### config.mk
export PLATFORM = sky130hd
export DESIGN_NAME = audio_frame_tx
export DESIGN_NICKNAME = d
export VERILOG_FILES = /design/src/rtl/aft_pkg.sv /design/src/rtl/aft_regs.sv /design/src/rtl/aft_fifo.sv /design/src/rtl/aft_bitclk.sv /design/src/rtl/aft_framer.sv /design/src/rtl/audio_frame_tx.sv
export SDC_FILE = /design/constraint.sdc
export NUM_CORES = 1
export LEC_CHECK = 0
export BUFFER_PORTS_ARGS = -buffer_cell sky130_fd_sc_hd__clkbuf_2
export CAP_MARGIN = 20
export CORE_UTILIZATION = 55
export CTS_CLUSTER_DIAMETER = 60
export DETAILED_ROUTE_END_ITERATION = 8
export GPL_TIMING_DRIVEN = 0
export PLACE_DENSITY = 0.71
export SYNTH_ARGS = -nofsm -noshare
export SYNTH_HDL_FRONTEND = slang
export SYNTH_SLANG_ARGS = --single-unit
### constraint.sdc
create_clock -name clk -period 8.59 [get_ports clk]
set_input_delay 0.859 -clock clk [delete_from_list [all_inputs] [get_ports clk]]
set_output_delay 0.859 -clock clk [all_outputs]
set_load 0.01 [all_outputs]
### src/rtl/aft_pkg.sv
package aft_pkg;

  localparam int IDX_W = 5;
  localparam int POS_W = 11;
  localparam int DIV_W = 8;

  localparam logic [2:0] A_CTRL  = 3'd0;
  localparam logic [2:0] A_CLK   = 3'd1;
  localparam logic [2:0] A_FRAME = 3'd2;
  localparam logic [2:0] A_WORD  = 3'd3;
  localparam logic [2:0] A_WMARK = 3'd4;

  typedef struct packed {
    logic err_ie;
    logic dma_en;
    logic bclk_en;
    logic tx_en;
  } ctrl_t;

  typedef struct packed {
    logic             bclk_drive;
    logic             bclk_inv;
    logic [DIV_W-1:0] div;
  } clkcfg_t;

  typedef struct packed {
    logic             fs_drive;
    logic             fs_low;
    logic             early;
    logic [IDX_W-1:0] sync_m1;
    logic [IDX_W-1:0] words_m1;
  } framecfg_t;

  typedef struct packed {
    logic [IDX_W-1:0] first_bit;
    logic [IDX_W-1:0] wn_m1;
    logic [IDX_W-1:0] w0_m1;
  } wordcfg_t;

  // bit clock period in clk cycles: twice (div + 1)
  function automatic logic [DIV_W+1:0] bclk_period(input logic [DIV_W-1:0] d);
    return ({2'b00, d} + 1'b1) << 1;
  endfunction

  // number of bit clocks in one frame
  function automatic logic [POS_W-1:0] frame_len(input framecfg_t f, input wordcfg_t w);
    logic [POS_W-1:0] first, rest;
    first = POS_W'(w.w0_m1) + 1'b1;
    rest  = POS_W'(f.words_m1) * (POS_W'(w.wn_m1) + 1'b1);
    return first + rest;
  endfunction

  // frame sync level (active high) at a given frame bit position
  function automatic logic sync_active(input logic [POS_W-1:0] pos,
                                       input logic [POS_W-1:0] len,
                                       input framecfg_t f);
    logic [POS_W-1:0] p;
    p = pos;
    if (f.early) p = (pos == len - 1'b1) ? '0 : pos + 1'b1;
    return p <= POS_W'(f.sync_m1);
  endfunction

  // data bit for slot bit k, counting down from the first bit index
  function automatic logic pick_bit(input logic [31:0] word,
                                    input logic [IDX_W-1:0] fb,
                                    input logic [IDX_W-1:0] k);
    if (k > fb) return 1'b0;
    return word[fb - k];
  endfunction

endpackage

### src/rtl/aft_regs.sv
module aft_regs
  import aft_pkg::*;
#(
  parameter int ADDR_W = 3,
  parameter int DATA_W = 32
) (
  input  logic              clk,
  input  logic              rst_n,
  input  logic              we,
  input  logic [ADDR_W-1:0] addr,
  input  logic [DATA_W-1:0] wdata,
  output ctrl_t             ctrl,
  output clkcfg_t           clkcfg,
  output framecfg_t         framecfg,
  output wordcfg_t          wordcfg,
  output logic [IDX_W-1:0]  wmark,
  output logic              err_clr
);

  logic unused_wdata;
  assign unused_wdata = ^wdata;

  logic locked;
  assign locked = ctrl.tx_en;

  logic hit_ctrl, hit_clk, hit_frame, hit_word, hit_wmark;
  assign hit_ctrl  = we && (addr == ADDR_W'(A_CTRL));
  assign hit_clk   = we && !locked && (addr == ADDR_W'(A_CLK));
  assign hit_frame = we && !locked && (addr == ADDR_W'(A_FRAME));
  assign hit_word  = we && !locked && (addr == ADDR_W'(A_WORD));
  assign hit_wmark = we && !locked && (addr == ADDR_W'(A_WMARK));

  assign err_clr = hit_ctrl && wdata[8];

  always_ff @(posedge clk) begin
    if (!rst_n) begin
      ctrl     <= '0;
      clkcfg   <= '0;
      framecfg <= '0;
      wordcfg  <= '0;
      wmark    <= '0;
    end else begin
      if (hit_ctrl) begin
        ctrl.tx_en   <= wdata[0];
        ctrl.bclk_en <= wdata[1];
        ctrl.dma_en  <= wdata[2];
        ctrl.err_ie  <= wdata[3];
      end
      if (hit_clk) begin
        clkcfg.div        <= wdata[DIV_W-1:0];
        clkcfg.bclk_inv   <= wdata[8];
        clkcfg.bclk_drive <= wdata[9];
      end
      if (hit_frame) begin
        framecfg.words_m1 <= wdata[4:0];
        framecfg.sync_m1  <= wdata[12:8];
        framecfg.early    <= wdata[16];
        framecfg.fs_low   <= wdata[17];
        framecfg.fs_drive <= wdata[18];
      end
      if (hit_word) begin
        wordcfg.w0_m1     <= wdata[4:0];
        wordcfg.wn_m1     <= wdata[12:8];
        wordcfg.first_bit <= wdata[20:16];
      end
      if (hit_wmark) wmark <= wdata[4:0];
    end
  end

endmodule

### src/rtl/aft_fifo.sv
module aft_fifo #(
  parameter int DEPTH  = 32,
  parameter int DATA_W = 32,
  localparam int PTR_W = $clog2(DEPTH),
  localparam int LVL_W = $clog2(DEPTH + 1)
) (
  input  logic              clk,
  input  logic              rst_n,
  input  logic              push,
  input  logic [DATA_W-1:0] push_data,
  input  logic              pop,
  output logic [DATA_W-1:0] head,
  output logic [LVL_W-1:0]  level,
  output logic              empty,
  output logic              full
);

  logic [DATA_W-1:0] mem [DEPTH];
  logic [PTR_W-1:0]  wp, rp;

  logic do_push, do_pop;
  assign full    = (level == LVL_W'(DEPTH));
  assign empty   = (level == '0);
  assign do_push = push && !full;
  assign do_pop  = pop && !empty;
  assign head    = mem[rp];

  function automatic logic [PTR_W-1:0] bump(input logic [PTR_W-1:0] p);
    return (p == PTR_W'(DEPTH - 1)) ? '0 : p + 1'b1;
  endfunction

  always_ff @(posedge clk) begin
    if (do_push) mem[wp] <= push_data;
  end

  always_ff @(posedge clk) begin
    if (!rst_n) begin
      wp    <= '0;
      rp    <= '0;
      level <= '0;
    end else begin
      if (do_push) wp <= bump(wp);
      if (do_pop)  rp <= bump(rp);
      case ({do_push, do_pop})
        2'b10:   level <= level + 1'b1;
        2'b01:   level <= level - 1'b1;
        default: level <= level;
      endcase
    end
  end

endmodule

### src/rtl/aft_bitclk.sv
module aft_bitclk
  import aft_pkg::*;
(
  input  logic             clk,
  input  logic             rst_n,
  input  logic             run,
  input  logic [DIV_W-1:0] div,
  output logic             phase_hi,
  output logic             bit_adv
);

  localparam int CNT_W = DIV_W + 2;

  logic [CNT_W-1:0] cnt, period, half;
  assign period = bclk_period(div);
  assign half   = CNT_W'(div) + 1'b1;

  assign bit_adv  = run && (cnt == period - 1'b1);
  assign phase_hi = run && (cnt >= half);

  always_ff @(posedge clk) begin
    if (!rst_n || !run) cnt <= '0;
    else if (bit_adv)   cnt <= '0;
    else                cnt <= cnt + 1'b1;
  end

endmodule

### src/rtl/aft_framer.sv
module aft_framer
  import aft_pkg::*;
#(
  parameter int DATA_W = 32
) (
  input  logic              clk,
  input  logic              rst_n,
  input  logic              tx_en,
  input  logic              bit_adv,
  input  framecfg_t         framecfg,
  input  wordcfg_t          wordcfg,
  input  logic [DATA_W-1:0] fifo_head,
  input  logic              fifo_empty,
  output logic              run,
  output logic              word_load,
  output logic              pop,
  output logic              underrun_evt,
  output logic              sd,
  output logic              fs_act
);

  logic [POS_W-1:0]  bitpos, len;
  logic [IDX_W-1:0]  bit_in_word, word_idx, cur_w_m1;
  logic [DATA_W-1:0] cur_word, next_word;
  logic              end_of_word, end_of_frame;

  assign len          = frame_len(framecfg, wordcfg);
  assign cur_w_m1     = (word_idx == '0) ? wordcfg.w0_m1 : wordcfg.wn_m1;
  assign end_of_word  = (bit_in_word == cur_w_m1);
  assign end_of_frame = end_of_word && (word_idx == framecfg.words_m1);

  assign word_load    = tx_en && (!run || (bit_adv && end_of_word));
  assign pop          = word_load && !fifo_empty;
  assign underrun_evt = word_load && fifo_empty;
  assign next_word    = fifo_empty ? '0 : fifo_head;

  assign sd     = run && pick_bit(cur_word, wordcfg.first_bit, bit_in_word);
  assign fs_act = run && sync_active(bitpos, len, framecfg);

  always_ff @(posedge clk) begin
    if (!rst_n || !tx_en) begin
      run         <= 1'b0;
      bitpos      <= '0;
      bit_in_word <= '0;
      word_idx    <= '0;
      cur_word    <= '0;
    end else if (!run) begin
      run         <= 1'b1;
      bitpos      <= '0;
      bit_in_word <= '0;
      word_idx    <= '0;
      cur_word    <= next_word;
    end else if (bit_adv) begin
      if (end_of_frame) begin
        bitpos      <= '0;
        word_idx    <= '0;
        bit_in_word <= '0;
      end else if (end_of_word) begin
        bitpos      <= bitpos + 1'b1;
        word_idx    <= word_idx + 1'b1;
        bit_in_word <= '0;
      end else begin
        bitpos      <= bitpos + 1'b1;
        bit_in_word <= bit_in_word + 1'b1;
      end
      if (end_of_word) cur_word <= next_word;
    end
  end

endmodule

### src/rtl/audio_frame_tx.sv
module audio_frame_tx
  import aft_pkg::*;
#(
  parameter int FIFO_DEPTH = 32,
  parameter int DATA_W     = 32,
  parameter int ADDR_W     = 3,
  localparam int LVL_W     = $clog2(FIFO_DEPTH + 1)
) (
  input  logic              clk,
  input  logic              rst_n,
  input  logic              cfg_we,
  input  logic [ADDR_W-1:0] cfg_addr,
  input  logic [31:0]       cfg_wdata,
  input  logic              push_valid,
  input  logic [DATA_W-1:0] push_data,
  output logic              fifo_full,
  output logic              dma_req,
  output logic              err_flag,
  output logic              irq,
  output logic              sclk_o,
  output logic              sclk_oe,
  output logic              fs_o,
  output logic              fs_oe,
  output logic              sd_o
);

  ctrl_t            ctrl;
  clkcfg_t          clkcfg;
  framecfg_t        framecfg;
  wordcfg_t         wordcfg;
  logic [IDX_W-1:0] wmark;
  logic             err_clr;

  // named internal events, observed by the checker
  logic              run, bit_adv, phase_hi, word_load, pop, underrun_evt;
  logic              fifo_empty, fs_act, sd_int;
  logic [DATA_W-1:0] fifo_head;
  logic [LVL_W-1:0]  fifo_level;

  aft_regs #(.ADDR_W(ADDR_W), .DATA_W(32)) u_regs (
    .clk(clk), .rst_n(rst_n), .we(cfg_we), .addr(cfg_addr), .wdata(cfg_wdata),
    .ctrl(ctrl), .clkcfg(clkcfg), .framecfg(framecfg), .wordcfg(wordcfg),
    .wmark(wmark), .err_clr(err_clr)
  );

  aft_fifo #(.DEPTH(FIFO_DEPTH), .DATA_W(DATA_W)) u_fifo (
    .clk(clk), .rst_n(rst_n), .push(push_valid), .push_data(push_data),
    .pop(pop), .head(fifo_head), .level(fifo_level), .empty(fifo_empty),
    .full(fifo_full)
  );

  aft_bitclk u_bclk (
    .clk(clk), .rst_n(rst_n), .run(run), .div(clkcfg.div),
    .phase_hi(phase_hi), .bit_adv(bit_adv)
  );

  aft_framer #(.DATA_W(DATA_W)) u_framer (
    .clk(clk), .rst_n(rst_n), .tx_en(ctrl.tx_en), .bit_adv(bit_adv),
    .framecfg(framecfg), .wordcfg(wordcfg), .fifo_head(fifo_head),
    .fifo_empty(fifo_empty), .run(run), .word_load(word_load), .pop(pop),
    .underrun_evt(underrun_evt), .sd(sd_int), .fs_act(fs_act)
  );

  always_ff @(posedge clk) begin
    if (!rst_n)            err_flag <= 1'b0;
    else if (underrun_evt) err_flag <= 1'b1;
    else if (err_clr)      err_flag <= 1'b0;
  end

  assign irq     = err_flag && ctrl.err_ie;
  assign dma_req = ctrl.dma_en && (fifo_level <= LVL_W'(wmark));
  assign sclk_o  = (phase_hi && ctrl.bclk_en) ^ clkcfg.bclk_inv;
  assign sclk_oe = clkcfg.bclk_drive;
  assign fs_o    = fs_act ^ framecfg.fs_low;
  assign fs_oe   = framecfg.fs_drive;
  assign sd_o    = sd_int;

endmodule

======== Yosys cells after proc, flatten, opt, wreduce, memory -nomap -nowiden ========
Memories as Yosys holds them, arrays and structs flattened. A register that Yosys moved wholly into a read port is not among the register bits.
Cells that the tools add are included.
Widths: inputs -> output; s select.
storage, ports and cells
  bits in registers ....................... 128
  memory bits (writable) .................. 1,024
  bits of input ports ..................... 71
  output and inout port bits .............. 9
  word-level logic and storage cells ...... 132
  memories ................................ 1
memory list
  memory      words  bits a word  rd ports  clocked after memory_dff  wr ports  RTL line        RTL
  u_fifo.mem  32     32           1         1                         1         aft_fifo.sv:18  logic [DATA_W-1:0] mem [DEPTH];
cells by class
  add/sub/neg operators ................... 15
  $mul .................................... 1
  $lt $le $gt $ge ......................... 5
  equality and inequality tests ........... 15
  multiplexer cells ....................... 27
  bitwise operators ....................... 3
  reduce and logical (&&, ||, !) cells .... 39
operators with widths
  operator               number
  $mux 32                4
  $mux 5                 9
  $mux 11                3
  $logic_and 1x1->1      21
  $add 5x1->5 const B    4
  $add 5x1->6 const B    2
  $pmux 6 s2             1
  $add 11x1->11 const B  1
  $add 11x11->11         1
  $eq 11x11->1           1
  $le 11x5->1            1
  $mul 5x11->11          1
  $sub 11x1->11 const B  1
  $add 10x1->10 const B  1
  $eq 10x10->1           1
  $eq 5x5->1             2
  $eq 5x5->1 const B     2
  $ge 10x10->1           1
  $sub 10x1->10 const B  1
  $add 8x1->9 const B    1
  $mux 1                 9
  $add 6x1->6 const B    1
  $eq 3x2->1 const B     2
  $eq 6x6->1 const B     1
  22 further kinds       33

======== Depth between registers and ports, before layout ========
  word-level depth ........................ 11
  depth in mapped cells ................... 28
  gate-level depth less buffers ........... 28

======== By module ========
From an unflattened synthesis, not the netlist that was laid out.
second synthesis, totals
  cells, all modules ...................... 3,022
  area, all modules ....................... 48,728.0 um2
by module, submodules not included
  module          instances  cells an instance  area an instance (um2)  seq. area each (um2)
  aft_fifo        1          2,057              40,402.5                31,169.9
  aft_framer      1          590                4,962.3                 1,081.0
  aft_regs        1          179                1,843.0                 940.9
  aft_bitclk      1          171                1,326.3                 200.2
  audio_frame_tx  1          25                 193.9                   20.0

======== Least setup slack after synthesis ========
OpenSTA, ideal clock, no wires.
  path kind ............................... flip-flop to output port
  start ................................... reg, netlist name u_regs.wordcfg[5]
  end ..................................... out fs_o
  arrival ................................. 6.925 ns
  required time ........................... 7.731 ns
  path slack .............................. 0.806 ns
  stages on the path, launching flop included .. 26
  buffers on the path ..................... 0
  path through ............................ dfxtp_1 -> ha_1 -> nand3_1 -> xnor2_1 -> nand2_1 -> fa_1 -> fa_1 -> fa_1 -> fa_1 -> inv_1 -> ha_1 -> o21ai_0 -> a21oi_1 -> or4b_1 -> a2111oi_0 -> nand4b_1 -> or2_2 -> a31o_2 -> ha_1 -> nor2b_1 -> o21a_1 -> o21ai_0 -> a21oi_1 -> o22a_1 -> or2_2 -> o311ai_1
between the ends
  longest elaborated chain between the ends .. 10
RTL lines
  what                   RTL line              RTL
  $add 5x1->6            aft_pkg.sv:49         rest = POS_W'(f.words_m1) * (POS_W'(w.wn_m1) + 1'b1);
  $mul 5x11->11          aft_pkg.sv:49
  $add 11x11->11         aft_pkg.sv:50         return first + rest;
  $sub 11x1->11          aft_pkg.sv:59         if (f.early) p = (pos == len - 1'b1) ? '0 : pos + 1'b1;
  $eq 11x11->1           aft_pkg.sv:59
  $mux 11 (2 in series)  aft_pkg.sv:59
  $le 11x5->1            aft_pkg.sv:60         return p <= POS_W'(f.sync_m1);
  $logic_and 1x1->1      aft_framer.sv:38      assign fs_act = run && sync_active(bitpos, len, framecfg);
  $xor 1x1->1            audio_frame_tx.sv:74  assign fs_o = fs_act ^ framecfg.fs_low;
  end, declared          audio_frame_tx.sv:22  output logic fs_o,
No other way between the ends.

======== Worst setup path in the final report ========
  start ................................... reg, netlist name u_regs.wordcfg[5]
  end ..................................... out fs_o
between the ends
  longest elaborated chain between the ends .. 10
RTL lines
  what                   RTL line
  $add 5x1->6            aft_pkg.sv:49
  $mul 5x11->11          aft_pkg.sv:49
  $add 11x11->11         aft_pkg.sv:50
  $sub 11x1->11          aft_pkg.sv:59
  $eq 11x11->1           aft_pkg.sv:59
  $mux 11 (2 in series)  aft_pkg.sv:59
  $le 11x5->1            aft_pkg.sv:60
  $logic_and 1x1->1      aft_framer.sv:38
  $xor 1x1->1            audio_frame_tx.sv:74
No other way between the ends.

==> flow_metrics.py <==
metrics = {
    "drt": {
        "ant_nets": 0,
        "remaining_drc_errors": 0,
        "num_vias": 25700,
        "drt_iter0_markers": 2624,
        "wl_per_cell_um": 29.0,
        "wirelength_um": 116000,
        "dr.pass1.iters": 6,
        "vias_per_cell": 6.40,
    },
    "setup_path": {
        "cp-end-kind": "output pin",
        "cp_max_fo": 5,
        "startpoint_type": "register",
        "critPathKind": "reg -> out",
        "critPathArrivalTime_ns": 7.47,
        "required_ns": 7.73,
    },
    "placed_design": {
        "numPortBuffers": 65,
        "post-place-cells": 3795,
        "pre_cts_ws_ns": -0.250,
        "gp_congestion": 0.855,
        "dp_hpwl_um": 76400,
    },
    "global_route": {
        "grtUsageTotal_pct": 26.6,
        "grt_max_degree": 33,
        "grt_overflow": 0,
        "grt_pass1_vias": 25900,
        "grt_pass1_wl_um": 171000,
        "antenna_found_initial": 3,
    },
    "synth": {
        "synth_top_flop_cell": "edfxtp_1",
        "yosysSeqAreaShare_pct": 69.8,
        "synth.ff_latch_count": 1157,
        "synth_cell_types": 73,
        "syn_area_per_cell_um2": 18.8,
        "yosys-top-cells-area": "edfxtp_1, mux4_2, dfxtp_1",
        "syn_inst": 2541,
        "ys_warn_count": 0,
        "synth.largest_area_cell": "edfxtp_1",
        "netlist.area_leader.share_pct": 64.3,
        "async_reset_ff_share_pct": 0,
        "synthesis.area_um2": 47800,
        "synth_edf_count": 1024,
        "syn-num-nets": 2705,
    },
    "cts": {
        "cts_root_buffer": "clkbuf_16",
        "numCtsBuffers": 115,
        "clk_latency_ns": 0.71,
        "cts.sinks": 1157,
        "path_clk_slew_ns": 0.06,
        "cts_hold_buffers": 0,
        "htreeDepth": 3,
        "cts_tree": "yes",
        "clockBufferDepth": 3,
    },
    "timing": {
        "hold_viol": 0,
        "hold_ws_ns": 0.439,
        "worst_pin_slew_ns": 1.15,
        "drv_slew": 0,
        "skew_ns": 0.0499,
        "max_freq_ghz": 0.120,
        "post-route-worst-setup-slack_ns": 0.260,
        "finalCritPeriodShare_pct": 97.0,
        "finalSetupViolations": 0,
        "tns_ns": 0,
        "relSlewSlack_pct": 23.1,
        "period_needed_ns": 8.33,
    },
    "power": {
        "ir_drop_mv": 0.193,
        "p_per_area_nw_per_um2": 208,
        "leakagePower_uw": 0.0173,
        "total_power_uw": 11400,
    },
    "die": {
        "dieArea_um2": 88200,
        "die_h_um": 297,
        "rows": 107,
        "start_util_pct": 55.8,
        "top_level_ports": 80,
        "core_region_area_um2": 85700,
        "dieWidth_um": 297,
    },
    "run": {
        "max_cap_viol_count": 0,
    },
    "final_layout": {
        "multi_input_area_um2": 14100,
        "regArea_um2": 33400,
        "nFillCells": 5727,
        "final_nets": 2947,
        "syn_to_final_growth_pct": 14.2,
        "instances_no_fill": 4016,
        "drive_above_1_share_pct": 24.6,
    },
    "outcome": {
        "status": "complete, no violations",
    },
    "min_path": {
        "min_path_type": "in -> reg",
    },
}
-- kinds of logic after synthesis --
kind of cell             count (synthesis)  share of synthesized area [%]
multiplexers                           430                           17.6
AND/OR/NAND/NOR                        410                           4.23
AO/OA/AOI/OAI                          182                           2.62
buffers and inverters                  203                           1.63
XOR/XNOR                                66                           1.27
adder cells (fa/ha/maj)                 93                           2.76
flip-flops                            1157                           69.8
-- synthesized netlist by cell type, types with 9 or more instances --
| master | n |
|---|---|
| buf_2 | 12 |
| o21ai_0 | 24 |
| nor2_1 | 175 |
| buf_1 | 32 |
| nand2_1 | 61 |
| nand2b_1 | 19 |
| a31oi_1 | 9 |
| and2_1 | 13 |
| nor2b_1 | 9 |
| dfxtp_1 | 133 |
| nand3b_1 | 13 |
| nor3_1 | 16 |
| o22a_1 | 24 |
| or3_1 | 11 |
| edfxtp_1 | 1024 |
| a21o_1 | 13 |
| a21oi_1 | 55 |
| inv_1 | 68 |
| o211ai_1 | 14 |
| xor2_1 | 26 |
| ha_1 | 72 |
| clkbuf_1 | 88 |
| fa_1 | 21 |
| mux4_2 | 330 |
| mux2i_1 | 96 |
| and3_1 | 14 |
| nand3_1 | 33 |
| xnor2_1 | 38 |
-- critical path, stage by stage, from the launching register on --
cell and delay, ns:
dfxtp_4 0.41, ha_4 0.20, nand3_4 0.10, xnor2_4 0.21
nand2_2 0.09, fa_1 0.53, fa_1 0.43, fa_1 0.47
fa_1 0.49, inv_1 0.06, ha_4 0.28, xor2_2 0.16
a21oi_1 0.06, or4b_4 0.55, a2111oi_4 0.27, nand4b_1 0.25
or2_4 0.30, a31o_2 0.25, ha_1 0.29, nor2b_1 0.13
o21a_1 0.16, o21ai_1 0.11, a21oi_1 0.09, o22a_1 0.19
or2_4 0.27, a21oi_2 0.16, o311ai_2 0.11, buf_2 0.16
-- metrics by stage --
step | area, um^2 | utilization [%]
floorplan | 47800 | -
global placement | 49600 | 57.9
detailed placement | 50700 | 59.1
CTS | 54400 | 63.5
global route | 54600 | 63.8
finish | 54600 | 63.8
-- placed cells by master, fill, tap and decap left out, types with 12 or more instances in the layout --
cell | synthesis | routed
and3_1 | 14 | 14
edfxtp_1 | 1024 | 1024
clkinv_2 | 0 | 16
mux2i_1 | 96 | 96
buf_2 | 12 | 13
and2_1 | 13 | 13
buf_1 | 32 | 32
o22a_1 | 24 | 24
clkinv_1 | 2 | 26
ha_1 | 72 | 68
clkbuf_2 | 0 | 64
dfxtp_1 | 133 | 128
buf_4 | 1 | 12
a21oi_1 | 55 | 54
xor2_1 | 26 | 24
nor2_4 | 0 | 32
nand2b_1 | 19 | 19
nor2_1 | 175 | 142
nand3b_1 | 13 | 13
nor3_1 | 16 | 16
inv_1 | 68 | 68
o21ai_0 | 24 | 22
nand3_1 | 33 | 31
buf_12 | 0 | 32
mux4_2 | 330 | 330
clkbuf_1 | 88 | 106
a21o_1 | 13 | 13
buf_8 | 0 | 17
o211ai_1 | 14 | 14
fa_1 | 21 | 19
xnor2_1 | 38 | 35
nand2_1 | 61 | 59
clkbuf_16 | 0 | 115
-- flip-flops by register name (all words and copies together), names as in the netlist, 6 cells and up, named ones only --
| signal | flops |
|---|---|
| u_regs.clkcfg | 10 |
| u_fifo.mem | 1024 |
| u_regs.wordcfg | 15 |
| u_framer.bitpos | 11 |
| u_bclk.cnt | 10 |
| u_fifo.level | 6 |
| u_regs.framecfg | 13 |
| u_framer.cur_word | 32 |
-- final cells by class --
| cell class | count | share of cell area, % |
|---|---|---|
| inverter | 70 | 0.481 |
| sequential | 1157 | 61.2 |
| clock inverter | 68 | 1.16 |
| tap | 1144 | 2.62 |
| timing repair buffer | 128 | 2.45 |
| multi-input combinational | 1181 | 25.8 |
| clock buffer | 137 | 5.44 |
| buffer | 130 | 0.927 |
| antenna | 1 | 0.00458 |
-- power by group --
part / leakage [uW] / switching, uW / internal [uW] / total (uW)
Clock: 0.00174 / 2110 / 2710 / 4820
Combinational: 0.00527 / 243 / 136 / 379
Sequential: 0.0103 / 15.8 / 6150 / 6160
Total: 0.0173 / 2370 / 8990 / 11400
-- layer usage --
| layer | track usage [%] | wire, um | share of wire, % |
|---|---|---|---|
| met4 | 10.1 | 4320 | 3.7 |
| met3 | 4.02 | 9320 | 8.0 |
| met1 | 36.3 | 45100 | 39 |
| met5 | 0 | 35 | 0.030 |
| met2 | 43.9 | 57500 | 49 |
-- repair_timing --
action,4_1_cts,5_1_grt
endpoints found under the setup margin,1,1
setup buffers,6,4
pin swaps,11,12
gates resized for setup,23,18
-- path summary, 6_finish.rpt --
path / from / endpoint / slack (ns) / cells past startpoint
setup / recovery: u_regs.wordcfg[5] / fs_o / 0.26 / 27
hold / removal: cfg_wdata[20] / u_regs.wordcfg[14] / 0.44 / 3
setup reg to reg: u_framer.word_idx[0] / u_fifo.level[5] / 3.39 / 18
hold reg to reg: u_bclk.cnt[0] / u_bclk.cnt[0] / 0.47 / 1
Note: power is estimated with default switching activity, not from simulation.
